==> src/rtl/uart_reg_pkg.sv <==
package uart_reg_pkg;
   localparam int NUM_CAUSE = 4;
   localparam int NUM_ERR   = 4;
   localparam logic [3:0] RG_DATA = 4'h0;
   localparam logic [3:0] RG_STAT = 4'h1;
   localparam logic [3:0] RG_LINE = 4'h2;
   localparam logic [3:0] RG_DIVH = 4'h3;
   localparam logic [3:0] RG_DIVL = 4'h4;
   localparam logic [3:0] RG_CTRL = 4'h5;
   localparam logic [3:0] RG_FLAG = 4'h6;
   localparam logic [3:0] RG_IID  = 4'h7;
   localparam logic [3:0] RG_RTS  = 4'h9;
   localparam logic [3:0] RG_RXLV = 4'hE;
   localparam logic [3:0] RG_TXLV = 4'hF;
   localparam logic [7:0] CTRL_MASK = 8'hF9;
   localparam logic [7:0] LINE_MASK = 8'h7F;
endpackage

==> src/rtl/uart_sync.sv <==
module uart_sync #(
   parameter int STAGES = 2,
   parameter int W      = 1
) (
   input  logic         clk,
   input  logic         rst_n,
   input  logic [W-1:0] d,
   output logic [W-1:0] q
);
   logic [W-1:0] chain [STAGES];

   generate
      if (STAGES < 2) begin : g_bad_stages
         $error("uart_sync needs at least two stages");
      end
      for (genvar s = 0; s < STAGES; s++) begin : g_stage
         always_ff @(posedge clk or negedge rst_n) begin
            if (!rst_n)      chain[s] <= '0;
            else if (s == 0) chain[s] <= d;
            else             chain[s] <= chain[(s == 0) ? 0 : s-1];
         end
      end
   endgenerate

   assign q = chain[STAGES-1];
endmodule

==> src/rtl/uart_cfg_regs.sv <==
module uart_cfg_regs
   import uart_reg_pkg::*;
#(
   parameter int CNT_W      = 5,
   parameter int RX_LVL_RST = 1
) (
   input  logic             clk,
   input  logic             rst_n,
   input  logic             we,
   input  logic [3:0]       idx,
   input  logic [7:0]       wdata,
   output logic [7:0]       line_q,
   output logic [7:0]       ctrl_q,
   output logic [7:0]       divh_q,
   output logic [7:0]       divl_q,
   output logic [7:0]       rts_q,
   output logic [CNT_W-1:0] rxlv_q,
   output logic [CNT_W-1:0] txlv_q
);
   always_ff @(posedge clk or negedge rst_n) begin
      if (!rst_n) begin
         line_q <= '0;
         ctrl_q <= '0;
         divh_q <= '0;
         divl_q <= '0;
         rts_q  <= '0;
         rxlv_q <= CNT_W'(RX_LVL_RST);
         txlv_q <= '0;
      end else if (we) begin
         case (idx)
            RG_LINE: line_q <= wdata & LINE_MASK;
            RG_CTRL: ctrl_q <= wdata & CTRL_MASK;
            RG_DIVH: divh_q <= wdata;
            RG_DIVL: divl_q <= wdata;
            RG_RTS:  rts_q  <= wdata;
            RG_RXLV: rxlv_q <= wdata[CNT_W-1:0];
            RG_TXLV: txlv_q <= wdata[CNT_W-1:0];
            default: ;
         endcase
      end
   end
endmodule

==> src/rtl/uart_irq_unit.sv <==
module uart_irq_unit
   import uart_reg_pkg::*;
#(
   parameter int CNT_W = 5
) (
   input  logic                 clk,
   input  logic                 rst_n,
   input  logic                 clr_pend,
   input  logic                 clr_err,
   input  logic [NUM_ERR-1:0]   err_set,
   input  logic [CNT_W-1:0]     rx_count,
   input  logic [CNT_W-1:0]     tx_count,
   input  logic [CNT_W-1:0]     rx_level,
   input  logic [CNT_W-1:0]     tx_level,
   input  logic                 rx_timeout,
   input  logic                 cts_s,
   input  logic [NUM_CAUSE-1:0] ie,
   output logic [NUM_CAUSE-1:0] pend,
   output logic [NUM_ERR-1:0]   err,
   output logic                 irq
);
   logic                 cts_prev;
   logic [NUM_CAUSE-1:0] cause;

   always_ff @(posedge clk or negedge rst_n) begin
      if (!rst_n) cts_prev <= 1'b0;
      else        cts_prev <= cts_s;
   end

   assign cause[0] = cts_s ^ cts_prev;
   assign cause[1] = (rx_count != '0) && (rx_count >= rx_level);
   assign cause[2] = (tx_count <= tx_level);
   assign cause[3] = rx_timeout;

   generate
      for (genvar c = 0; c < NUM_CAUSE; c++) begin : g_cause
         always_ff @(posedge clk or negedge rst_n) begin
            if (!rst_n) pend[c] <= 1'b0;
            else        pend[c] <= (pend[c] & ~clr_pend) | cause[c];
         end
      end
      for (genvar e = 0; e < NUM_ERR; e++) begin : g_err
         always_ff @(posedge clk or negedge rst_n) begin
            if (!rst_n) err[e] <= 1'b0;
            else        err[e] <= (err[e] & ~clr_err) | err_set[e];
         end
      end
   endgenerate

   assign irq = |(pend & ie);
endmodule

==> src/rtl/uart_regfile.sv <==
module uart_regfile
   import uart_reg_pkg::*;
#(
   parameter int ADDR_W      = 6,
   parameter int FIFO_DEPTH  = 16,
   parameter int SYNC_STAGES = 2,
   parameter int RX_LVL_RST  = 1,
   localparam int CNT_W      = $clog2(FIFO_DEPTH + 1)
) (
   input  logic             clk,
   input  logic             rst_n,
   input  logic             wr_en,
   input  logic             rd_en,
   input  logic [ADDR_W-1:2] addr,
   input  logic [7:0]       wdata,
   output logic [7:0]       rdata,
   output logic             tx_push,
   output logic [7:0]       tx_data,
   output logic             rx_pop,
   input  logic [7:0]       rx_data,
   input  logic [CNT_W-1:0] rx_count,
   input  logic [CNT_W-1:0] tx_count,
   input  logic             tx_busy,
   input  logic [3:0]       err_set,
   input  logic             rx_timeout,
   input  logic             cts_in,
   input  logic             dsr_in,
   input  logic             dcd_in,
   output logic             port_en,
   output logic             loopback,
   output logic             brk_force,
   output logic             par_en,
   output logic             par_even,
   output logic             two_stop,
   output logic             fifo_en,
   output logic [1:0]       word_len,
   output logic [15:0]      divisor,
   output logic [7:0]       rts_ctrl,
   output logic             irq
);
   generate
      if (ADDR_W != 6) begin : g_bad_addr
         $error("uart_regfile decodes a 64-byte window only");
      end
      if (FIFO_DEPTH < 2 || FIFO_DEPTH > 127) begin : g_bad_depth
         $error("uart_regfile FIFO_DEPTH out of range");
      end
   endgenerate

   localparam logic [CNT_W-1:0] FULL_CNT = CNT_W'(FIFO_DEPTH);

   logic [7:0]           line_q, ctrl_q, divh_q, divl_q, rts_q;
   logic [CNT_W-1:0]     rxlv_q, txlv_q;
   logic [2:0]           modem_s;
   logic [NUM_CAUSE-1:0] pend_q;
   logic [NUM_ERR-1:0]   err_q;
   logic [7:0]           flags;

   uart_cfg_regs #(.CNT_W(CNT_W), .RX_LVL_RST(RX_LVL_RST)) u_cfg (
      .clk(clk), .rst_n(rst_n), .we(wr_en), .idx(addr), .wdata(wdata),
      .line_q(line_q), .ctrl_q(ctrl_q), .divh_q(divh_q), .divl_q(divl_q),
      .rts_q(rts_q), .rxlv_q(rxlv_q), .txlv_q(txlv_q)
   );

   uart_sync #(.STAGES(SYNC_STAGES), .W(3)) u_sync (
      .clk(clk), .rst_n(rst_n), .d({dcd_in, dsr_in, cts_in}), .q(modem_s)
   );

   uart_irq_unit #(.CNT_W(CNT_W)) u_irq (
      .clk(clk), .rst_n(rst_n),
      .clr_pend(wr_en && addr == RG_IID),
      .clr_err(wr_en && addr == RG_STAT),
      .err_set(err_set), .rx_count(rx_count), .tx_count(tx_count),
      .rx_level(rxlv_q), .tx_level(txlv_q), .rx_timeout(rx_timeout),
      .cts_s(modem_s[0]), .ie(ctrl_q[6:3]),
      .pend(pend_q), .err(err_q), .irq(irq)
   );

   assign flags = {tx_count == '0, rx_count >= FULL_CNT, tx_count >= FULL_CNT,
                   rx_count == '0, tx_busy, modem_s};

   always_comb begin
      rdata = '0;
      if (rd_en) begin
         case (addr)
            RG_DATA: rdata = rx_data;
            RG_STAT: rdata = {4'b0, err_q};
            RG_LINE: rdata = line_q;
            RG_DIVH: rdata = divh_q;
            RG_DIVL: rdata = divl_q;
            RG_CTRL: rdata = ctrl_q;
            RG_FLAG: rdata = flags;
            RG_IID:  rdata = {4'b0, pend_q};
            RG_RTS:  rdata = rts_q;
            RG_RXLV: rdata = {{(8-CNT_W){1'b0}}, rxlv_q};
            RG_TXLV: rdata = {{(8-CNT_W){1'b0}}, txlv_q};
            default: rdata = '0;
         endcase
      end
   end

   assign tx_push   = wr_en && addr == RG_DATA;
   assign tx_data   = wdata;
   assign rx_pop    = rd_en && addr == RG_DATA;
   assign port_en   = ctrl_q[0];
   assign loopback  = ctrl_q[7];
   assign brk_force = line_q[0];
   assign par_en    = line_q[1];
   assign par_even  = line_q[2];
   assign two_stop  = line_q[3];
   assign fifo_en   = line_q[4];
   assign word_len  = line_q[6:5];
   assign divisor   = {divh_q, divl_q};
   assign rts_ctrl  = rts_q;
endmodule

==> config.mk <==
export PLATFORM = sky130hd
export DESIGN_NAME = uart_regfile
export DESIGN_NICKNAME = d
export VERILOG_FILES = /design/src/rtl/uart_reg_pkg.sv /design/src/rtl/uart_sync.sv /design/src/rtl/uart_cfg_regs.sv /design/src/rtl/uart_irq_unit.sv /design/src/rtl/uart_regfile.sv
export SDC_FILE = /design/constraint.sdc
export NUM_CORES = 1
export LEC_CHECK = 0
export BUFFER_PORTS_ARGS = -buffer_cell sky130_fd_sc_hd__buf_2
export CORE_UTILIZATION = 48
export DETAILED_ROUTE_END_ITERATION = 7
export HOLD_SLACK_MARGIN = 0.03
export PLACE_DENSITY = 0.77
export SETUP_SLACK_MARGIN = 0.15
export SLEW_MARGIN = 10
export SYNTH_ARGS = -nofsm -noshare
export SYNTH_HDL_FRONTEND = slang
export SYNTH_HIERARCHICAL = 1
export SYNTH_SLANG_ARGS = --single-unit
==> constraint.sdc <==
create_clock -name clk -period 1.4 [get_ports clk]
set_clock_uncertainty 0.15 [all_clocks]
set_input_delay 0.07 -clock clk [delete_from_list [all_inputs] [get_ports clk]]
set_output_delay 0.07 -clock clk [all_outputs]
set_load 0.005 [all_outputs]
# --- Yosys cells after proc, flatten, opt, wreduce, memory -nomap -nowiden ---
# Cells that the tools add are included.
# Widths: inputs -> output; s select.
op_classes:
  add_sub_neg: 0
  multipliers: 0
  n_div: 0
  order_cmp: 4
  eq_ne: 10
  shifts: 0
  mux: 2
  n_bitwise: 20
  n_reduce_logical: 17
op_table:
  columns: ["op", "count"]
  rows:
  - ["$pmux 8 s11", 1]
  - ["$eq 4x3->1 const B", 4]
  - ["$reduce_and 2->1", 7]
  - ["$eq 4x4->1 const B", 3]
  - ["$ge 5x5->1 const B", 2]
  - ["$logic_not 5->1", 2]
  - ["$and 1x1->1", 8]
  - ["$eq 4x2->1 const B", 2]
  - ["$mux 8", 1]
  - ["$or 1x1->1", 8]
  - ["$ge 5x5->1", 1]
  - ["$le 5x5->1", 1]
  - ["$logic_and 1x1->1", 5]
  - ["$reduce_bool 5->1", 1]
  - ["$and 4x4->4", 1]
  - ["$eq 4x1->1 const B", 1]
  - ["$logic_not 4->1", 1]
  - ["$reduce_or 4->1", 1]
  - ["$not 1->1", 2]
  - ["$xor 1x1->1", 1]
totals:
  regBits: 62
  latch_bits: 0
  ram_bits: 0
  rom_bits: 0
  in_bits: 43
  out_inout_bits: 52
  wordCells: 71
  n_memories: 0

# --- Longest topological paths before layout ---
# Gate-level depths: netlist (run 1).
logic_depth:
  depth_word: 5
  depth_mapped: 8
  mapped_depth_nobuf: 6

# --- Modules after synthesis ---
# Netlist (run 1), hierarchy kept.
by_module_without_submodules:
  columns: ["module", "instances", "cells_each", "area_each_um2", "seq_area_each_um2"]
  rows:
  - ["uart_cfg_regs", 1, 113, 1850.5, 1177.4]
  - ["uart_regfile", 1, 134, 913.4, 0.0]
  - ["uart_irq_unit", 1, 58, 580.6, 225.2]
  - ["uart_sync", 1, 9, 172.7, 150.1]

# --- Least setup slack after synthesis (run 1) ---
# No wires, ideal clock.
synth_path:
  kind: "register -> register"
  from: "register u_cfg.rxlv_q[0]"
  to: "register u_irq.pend[1]"
  setup_time_ps: 134
  arrival_time_ps: 1180
  required_ps: 1116
  path_slack_ps: -65
  path_stages_with_launch: 5
  path_buffers: 0
  synth_period_minus_slack_ps: 1465
  path_cell_list: "dfstp_2 ha_1 nand2b_1 a211oi_1 o311ai_1"
synth_between:
  elab_chain_cells: 3
synth_lines:
  columns: ["element", "line", "rtl"]
  rows:
  - ["from (decl)", "uart_cfg_regs.sv:17", "output logic [CNT_W-1:0] rxlv_q,"]
  - ["from (signal assigned)", "uart_cfg_regs.sv:27", "rxlv_q <= CNT_W'(RX_LVL_RST);"]
  - ["from (signal assigned)", "uart_cfg_regs.sv:36", "RG_RXLV: rxlv_q <= wdata[CNT_W-1:0];"]
  - ["$ge 5x5->1", "uart_irq_unit.sv:31", "assign cause[1] = (rx_count != '0) && (rx_count >= rx_level);"]
  - ["$logic_and 1x1->1", "uart_irq_unit.sv:31", null]
  - ["$or 1x1->1", "uart_irq_unit.sv:39", "else pend[c] <= (pend[c] & ~clr_pend) | cause[c];"]
  - ["to (signal, indexed assignment)", "uart_irq_unit.sv:39", null]
  - ["to (decl)", "uart_irq_unit.sv:18", "output logic [NUM_CAUSE-1:0] pend,"]
# No other way between the ends.
# A chain may end at the register's enable or synchronous reset.

# --- Worst setup path after layout (run 1) ---
layout_path:
  from: "register u_irq.err[0]"
  to: "output port rdata[0]"
layout_between:
  elab_chain_cells: 2
layout_lines:
  columns: ["element", "line", "rtl"]
  rows:
  - ["from (decl)", "uart_irq_unit.sv:19", "output logic [NUM_ERR-1:0] err,"]
  - ["from (signal, indexed assignment)", "uart_irq_unit.sv:45", "else err[e] <= (err[e] & ~clr_err) | err_set[e];"]
  - ["$pmux 8 s11", "uart_regfile.sv:85", "case (addr)"]
  - ["$mux 8", "uart_regfile.sv:84", "if (rd_en) begin"]
  - ["to (decl)", "uart_regfile.sv:16", "output logic [7:0] rdata,"]
# No other way between the ends.

==> run summary, run 1 <==
Critical path arrival - 1540 ps
Layout cell share with drive strength beyond 1 - 0.523
Setup TNS - -2520 ps
Unique cell type count in the Yosys netlist - 58
Post-Synthesis Cell Area - 0.00352 mm²
Max Clk Rate - 567 MHz
Final number of hold-violating endpoints - 1
Flops & latches, synth - 62
Largest incremental delay on the critical path - 400 ps
CP Cell Sequence - mux2_2, a221oi_2, a31oi_1, buf_2
Top cells by area, synth - sky130_fd_sc_hd__dfrtp_1, sky130_fd_sc_hd__mux2_2, sky130_fd_sc_hd__ha_1
DIE AREA - 0.00767 mm²
Max-slew violation count - 0
Post-CTS Hold Buffers - 18
Global-route wire length before repair - 16100 µm
Synthesized netlist cell count - 314
Cell type with the largest total area after synthesis - sky130_fd_sc_hd__dfrtp_1
Total vias in the final route - 3179
Top fanout value on the critical path - 2
CP Buf/Inv Count - 1
Async set or reset register ratio after synthesis - 1.00
Cell leakage power - 0.00234 µW
Ys Warns - 6
Worst path required time - 1180 ps
WL/cell - 18.2 µm
Hold Slack - -12.8 ps
Total of endpoints with negative setup slack in the final report - 10
Worst skew pair latency - 340 ps
Bufs on Longest Clock Path - 2
Unrepaired setup endpoints after global routing - true
Via count of the first global-routing pass - 3174
ANT cells - 0
Library cell used as clock root buffer - sky130_fd_sc_hd__clkbuf_8
Area of all placed cells without fillers - 0.00501 mm²
Max-cap violations - 0
Register Area - 0.00155 mm²
Shortest clock period the worst path allows after layout - 1760 ps
Pwr Density - 1130 mW/mm²
Area share of the largest cell type after synthesis - 0.434
Starting utilization of the core area - 0.506
Post-DP HPWL - 7280 µm
Vias per cell - 5.54
Die Span Y - 87.6 µm
Sum of overflow across all layers after global routing - 0
TritonCTS clock tree - done
Top-count cell post-synth - sky130_fd_sc_hd__dfrtp_1
Max H-tree Level - 3
Final nets - 526
Drt first-iter violations - 228
Fill cell instance count of the final layout - 473
Site row count - 30
Run status - finished with violations
Cell family with most CP delay - flip-flops
Area occupied by multi-input gates - 0.00187 mm²
Maximum number of pins on one net before global-route repair - 63
Detailed Routing Iterations Pass 1 - 5
Global Route Usage Sum - 0.285
EDFF count, synth - 0
Worst-path clk slew - 80 ps
Total number of clock tree sinks - 62
Worst VDD drop - 0.000679 V
Worst setup path category - flop to primary output
Area Growth Syn to Fin - 42.4%
Top cells by instance count after synthesis - sky130_fd_sc_hd__dfrtp_1, sky130_fd_sc_hd__mux2_2, sky130_fd_sc_hd__buf_4, sky130_fd_sc_hd__nand2_1
Core Util, Final - 0.721
Ports placed on the boundary - 95
Part of the cycle the worst path needs - 1.26
Number of CTS-inserted buffers - 9
Number of nets still failing antenna checks after routing - 0
Highest-delay cell along the critical path - sky130_fd_sc_hd__dfrtp_1
GP Congestion - 0.951
Core ar. - 0.00694 mm²
Ys flop type - sky130_fd_sc_hd__dfrtp_1
Final wirelength - 10500 µm
Input/output buffers - 94
Die width - 87.6 µm
Setup slack after layout - -365 ps
Launching element type of the critical path - flop
Sequential area share after synthesis - 0.441
Violations in the final reports - negative hold slack, negative setup slack
Placed Instance Area - 0.00437 mm²
Hold crit path type - primary input to flop
Number of antenna violations at the first check in global routing - 0
Drt drc - 0
Setup crit end kind - primary output
Average footprint of a synthesized cell - 11.2 µm²
[layout by cell type (no fill, tap or decap), types with 3 or more instances in the layout]
cell                             n
sky130_fd_sc_hd__nand2_1        16
sky130_fd_sc_hd__buf_2          89
sky130_fd_sc_hd__nand2b_1        5
sky130_fd_sc_hd__dlygate4sd3_1  18
sky130_fd_sc_hd__nor2_1         14
sky130_fd_sc_hd__and2_1          3
sky130_fd_sc_hd__buf_4          55
sky130_fd_sc_hd__ha_4            4
sky130_fd_sc_hd__mux2_4          4
sky130_fd_sc_hd__mux2_2         47
sky130_fd_sc_hd__a31oi_1         8
sky130_fd_sc_hd__a221oi_2        4
sky130_fd_sc_hd__o21ai_1         3
sky130_fd_sc_hd__mux2i_1         5
sky130_fd_sc_hd__dfrtp_1        61
sky130_fd_sc_hd__ha_1            6
sky130_fd_sc_hd__clkbuf_8       10
sky130_fd_sc_hd__inv_1          12
sky130_fd_sc_hd__a21o_1          9
sky130_fd_sc_hd__buf_6           8
sky130_fd_sc_hd__conb_1          3
sky130_fd_sc_hd__a21oi_1         5
sky130_fd_sc_hd__buf_12          3
sky130_fd_sc_hd__a32o_1          5
sky130_fd_sc_hd__a22oi_1         8
sky130_fd_sc_hd__nand3_1         8
sky130_fd_sc_hd__nand3b_1        8
sky130_fd_sc_hd__o22a_1          5
[worst paths after layout]
kind | endpoint | cells past startpoint | start | slack (ps)
min reg2reg | u_sync/q[0]$_DFF_PN0_ | 0 | u_sync/chain[3]$_DFF_PN0_ | 200
max reg2reg | u_irq/pend[1]$_DFF_PN0_ | 5 | u_cfg/rxlv_q[0]$_DFFE_PN1P_ | -160
max in group asynchronous | u_cfg/rxlv_q[0]$_DFFE_PN1P_ | 3 | rst_n | 670
min in group asynchronous | u_cfg/line_q[2]$_DFFE_PN0P_ | 3 | rst_n | 130
min | u_irq/pend[1]$_DFF_PN0_ | 4 | rx_count[1] | -10
max | rdata[0] | 4 | u_irq/err[0]$_DFF_PN0_ | -360
[power by group]
part | total [µW] | switching (µW) | internal, µW
sequential | 2420 | 285 | 2130
combinational | 1670 | 698 | 969
clock | 1590 | 717 | 871
[tightest hold or removal path, cell delays in order]
cell	delay [ps]
sky130_fd_sc_hd__buf_2	110
sky130_fd_sc_hd__or4_4	130
sky130_fd_sc_hd__o21ai_2	40
sky130_fd_sc_hd__o311ai_1	70
[timing repair]
action | 4_1_cts | 5_1_grt
setup buffers | 5 | 5
cloned | 0 | 1
pin swaps | 7 | 6
gates resized for setup | 15 | 25
setup endpoints to repair | 13 | 30
endpoints found under the hold margin | 118 | 1
[metal layers]
metal | share of wire | track usage | vias to the layer above
met5 | 0 | 0 | -
met4 | 0.023 | 0.131 | 0
met3 | 0.057 | 0.0509 | 19
met2 | 0.50 | 0.469 | 107
met1 | 0.42 | 0.368 | 1590
li1 | - | - | 1463
[registers in the layout (all words and copies together) (netlist names)]
signal          count
u_irq/pend          4
u_irq/err           4
u_cfg/txlv_q        5
u_irq/cts_prev      1
u_cfg/divh_q        8
u_cfg/divl_q        8
u_cfg/ctrl_q        6
u_sync/chain        3
u_sync/q            3
u_cfg/line_q        7
u_cfg/rxlv_q        5
u_cfg/rts_q         8
[final cells by class]
class / count / area share
clock buffers: 11 / 0.0282
flip-flops and latches: 62 / 0.310
multi-input cells: 212 / 0.373
well taps: 96 / 0.0240
repair buffers: 174 / 0.242
inverters: 14 / 0.0105
clock inverters: 5 / 0.0117
[through the flow]
stage / hold WS [ps] / total power (µW) / setup WS (ps) / std cells
global route: -7.96 / 5960 / -416 / 574
detailed placement: -47.9 / 3850 / -212 / 529
CTS: -31.3 / 5570 / -367 / 568
floorplan: -376 / 3130 / 20.5 / 316
finish: -12.8 / 5670 / -365 / 574
global placement: -49.4 / 3790 / -227 / 529
[cells by family after synthesis]
logic type / count (synthesis) / synth area share
AND/OR/NAND/NOR: 80 / 0.138
AO/OA/AOI/OAI: 62 / 0.133
multiplexers: 56 / 0.178
adder cells (fa/ha/maj): 10 / 0.0356
other: 1 / 0.00107
buffers and inverters: 42 / 0.0711
XOR/XNOR: 1 / 0.00249
flip-flops: 62 / 0.441
Note: power is estimated with default switching activity, not from simulation.
==> run 2, diff against run 1 <==
==> constraint.sdc (replaced) <==
create_clock -name clk -period 1.53 [get_ports clk]
set_clock_uncertainty 0.15 [all_clocks]
set_input_delay 0.0765 -clock clk [delete_from_list [all_inputs] [get_ports clk]]
set_output_delay 0.0765 -clock clk [all_outputs]
set_load 0.005 [all_outputs]
==> run 2 against run 1 <==
The run still ends with negative hold slack, negative setup slack left. Final cell count shrank 1.4%. Register-to-register slack improved by 220 ps. Clock power shrank 8%. Final area is 3.0% lower. Clock-buffer cell count fell by 2. Highest routed layer unchanged. Largest cell class unchanged.
==> run summary, run 2 (synthesized netlist as in run 1, its figures left out) <==
Drt drc - 0
Global Route Usage Sum - 0.279
Top fanout value on the critical path - 2
Sum of overflow across all layers after global routing - 0
Maximum number of pins on one net before global-route repair - 63
Cell leakage power - 0.00225 µW
Worst slack after detailed placement - -164 ps
CP Cell Sequence - mux2_4, a221oi_4, a31oi_1, buf_2
CP Buf/Inv Count - 1
Post-DP HPWL - 7170 µm
Area Growth Syn to Fin - 38.1%
Max Clk Rate - 564 MHz
Final number of hold-violating endpoints - 1
Final wirelength - 10100 µm
RR Startpoint - u_cfg/rxlv_q[0]$_DFFE_PN1P_
Total number of clock tree sinks - 62
Worst Hold Path Cells - 4
Launching element type of the critical path - flop
Input/output buffers - 94
Worst path required time - 1300 ps
Ports placed on the boundary - 95
Internal reg-to-reg setup slack - 60 ps
DIE AREA - 0.00767 mm²
GP Congestion - 0.924
Number of antenna violations at the first check in global routing - 0
Part of the cycle the worst path needs - 1.16
Hold Slack - -26.1 ps
Capturing point of the worst reg2reg path - u_irq/pend[1]$_DFF_PN0_
Hold endpoint - u_irq/pend[1]$_DFF_PN0_
Layout cell share with drive strength beyond 1 - 0.511
Registers with the most flip-flops - u_cfg/divh_q: 8 flops, u_cfg/divl_q: 8 flops, u_cfg/rts_q: 8 flops
Core Util, Final - 0.699
Violations in the final reports - negative hold slack, negative setup slack
ANT cells - 0
Worst R2R Path Depth - 4
Number of nets still failing antenna checks after routing - 0
Cell family with most CP delay - flip-flops
Worst-path clk slew - 80 ps
Via count of the first global-routing pass - 3136
Most frequent cells in the layout - sky130_fd_sc_hd__buf_2, sky130_fd_sc_hd__dfrtp_1, sky130_fd_sc_hd__buf_4
Unrepaired setup endpoints after global routing - true
Max-cap violations - 0
Die Span Y - 87.6 µm
Number of CTS-inserted buffers - 9
Final nets - 518
Setup crit end kind - primary output
Critical path arrival - 1550 ps
Total vias in the final route - 3147
Setup TNS - -1380 ps
WL/cell - 17.8 µm
Largest incremental delay on the critical path - 390 ps
Worst VDD drop - 0.000616 V
Highest-delay cell along the critical path - sky130_fd_sc_hd__dfrtp_1
Max H-tree Level - 3
Shortest clock period the worst path allows after layout - 1770 ps
Hold crit path type - primary input to flop
Drt first-iter violations - 207
Setup slack after layout - -242 ps
Pwr Density - 1050 mW/mm²
Die width - 87.6 µm
Detailed Routing Iterations Pass 1 - 7
TritonCTS clock tree - done
Run status - finished with violations
Starting utilization of the core area - 0.506
Max-slew violation count - 0
Cell count along the critical path - 4
Global-route wire length before repair - 15800 µm
Worst skew pair latency - 340 ps
Vias per cell - 5.56
Worst setup path category - flop to primary output
Total of endpoints with negative setup slack in the final report - 7
Most frequent standard cell in the layout excluding fill and tap cells - sky130_fd_sc_hd__buf_2
Startpoint of the tightest hold check path - rx_count[2]
Library cell used as clock root buffer - sky130_fd_sc_hd__clkbuf_8
Bufs on Longest Clock Path - 2
Post-CTS Hold Buffers - 18
Site row count - 30
Core ar. - 0.00694 mm²
run 2: worst max-delay path by stage:
stage                                start                 endpoint
2_1_floorplan  u_cfg/rxlv_q[0]$_DFFE_PN1P_  u_irq/pend[1]$_DFF_PN0_
3_3_place_gp                       addr[3]                 rdata[2]
3_5_place_dp                       addr[3]                 rdata[0]
4_1_cts             u_irq/err[3]$_DFF_PN0_                 rdata[3]
5_1_grt             u_irq/err[3]$_DFF_PN0_                 rdata[3]
6_report            u_irq/err[2]$_DFF_PN0_                 rdata[2]
run 2: what timing repair did:
item | 4_1_cts | 5_1_grt
hold endpoints to repair | 118 | 1
buffers inserted | 10 | 3
endpoints found under the setup margin | 11 | 13
pin swaps | 9 | 2
gates resized for setup | 14 | 3
run 2: metal layers:
layer / wire length (µm) / track usage / share of wire / vias to the layer above
met5: 0 / 0 / 0 / -
met4: 200 / 0.125 / 0.020 / 0
met3: 689 / 0.0386 / 0.068 / 18
met2: 5100 / 0.472 / 0.51 / 133
met1: 4100 / 0.359 / 0.41 / 1547
li1: - / - / - / 1449
run 2: power breakdown:
group          switching [µW]  internal, µW  leakage (µW)
clock                     700           770     0.0000968
combinational             609           816       0.00142
sequential                256          1950      0.000728
run 2: final cells by class:
| cell class | instances | area [µm²] |
|---|---|---|
| fillers | 506 | 2090 |
| repair buffers | 166 | 1090 |
| multi-input cells | 212 | 1840 |
| well taps | 96 | 120 |
| inverters | 14 | 52.6 |
| clock inverters | 7 | 80.1 |
| flip-flops and latches | 62 | 1550 |
| clock buffers | 9 | 124 |
run 2: tightest hold or removal path, cell delays in order:
cell and delay, ps:
sky130_fd_sc_hd__buf_2 100, sky130_fd_sc_hd__or4_4 130, sky130_fd_sc_hd__o21ai_2 40, sky130_fd_sc_hd__o311ai_1 70
run 2: metrics by stage:
| step | area (µm²) | cells | power [µW] | hold slack (ps) |
|---|---|---|---|---|
| floorplan | 3550 | 316 | 2850 | -369 |
| global placement | 4280 | 519 | 3400 | -42.2 |
| detailed placement | 4280 | 519 | 3460 | -37.9 |
| CTS | 4810 | 563 | 5100 | -37.1 |
| global route | 4860 | 566 | 5370 | -3.45 |
| finish | 4860 | 566 | 5100 | -26.1 |
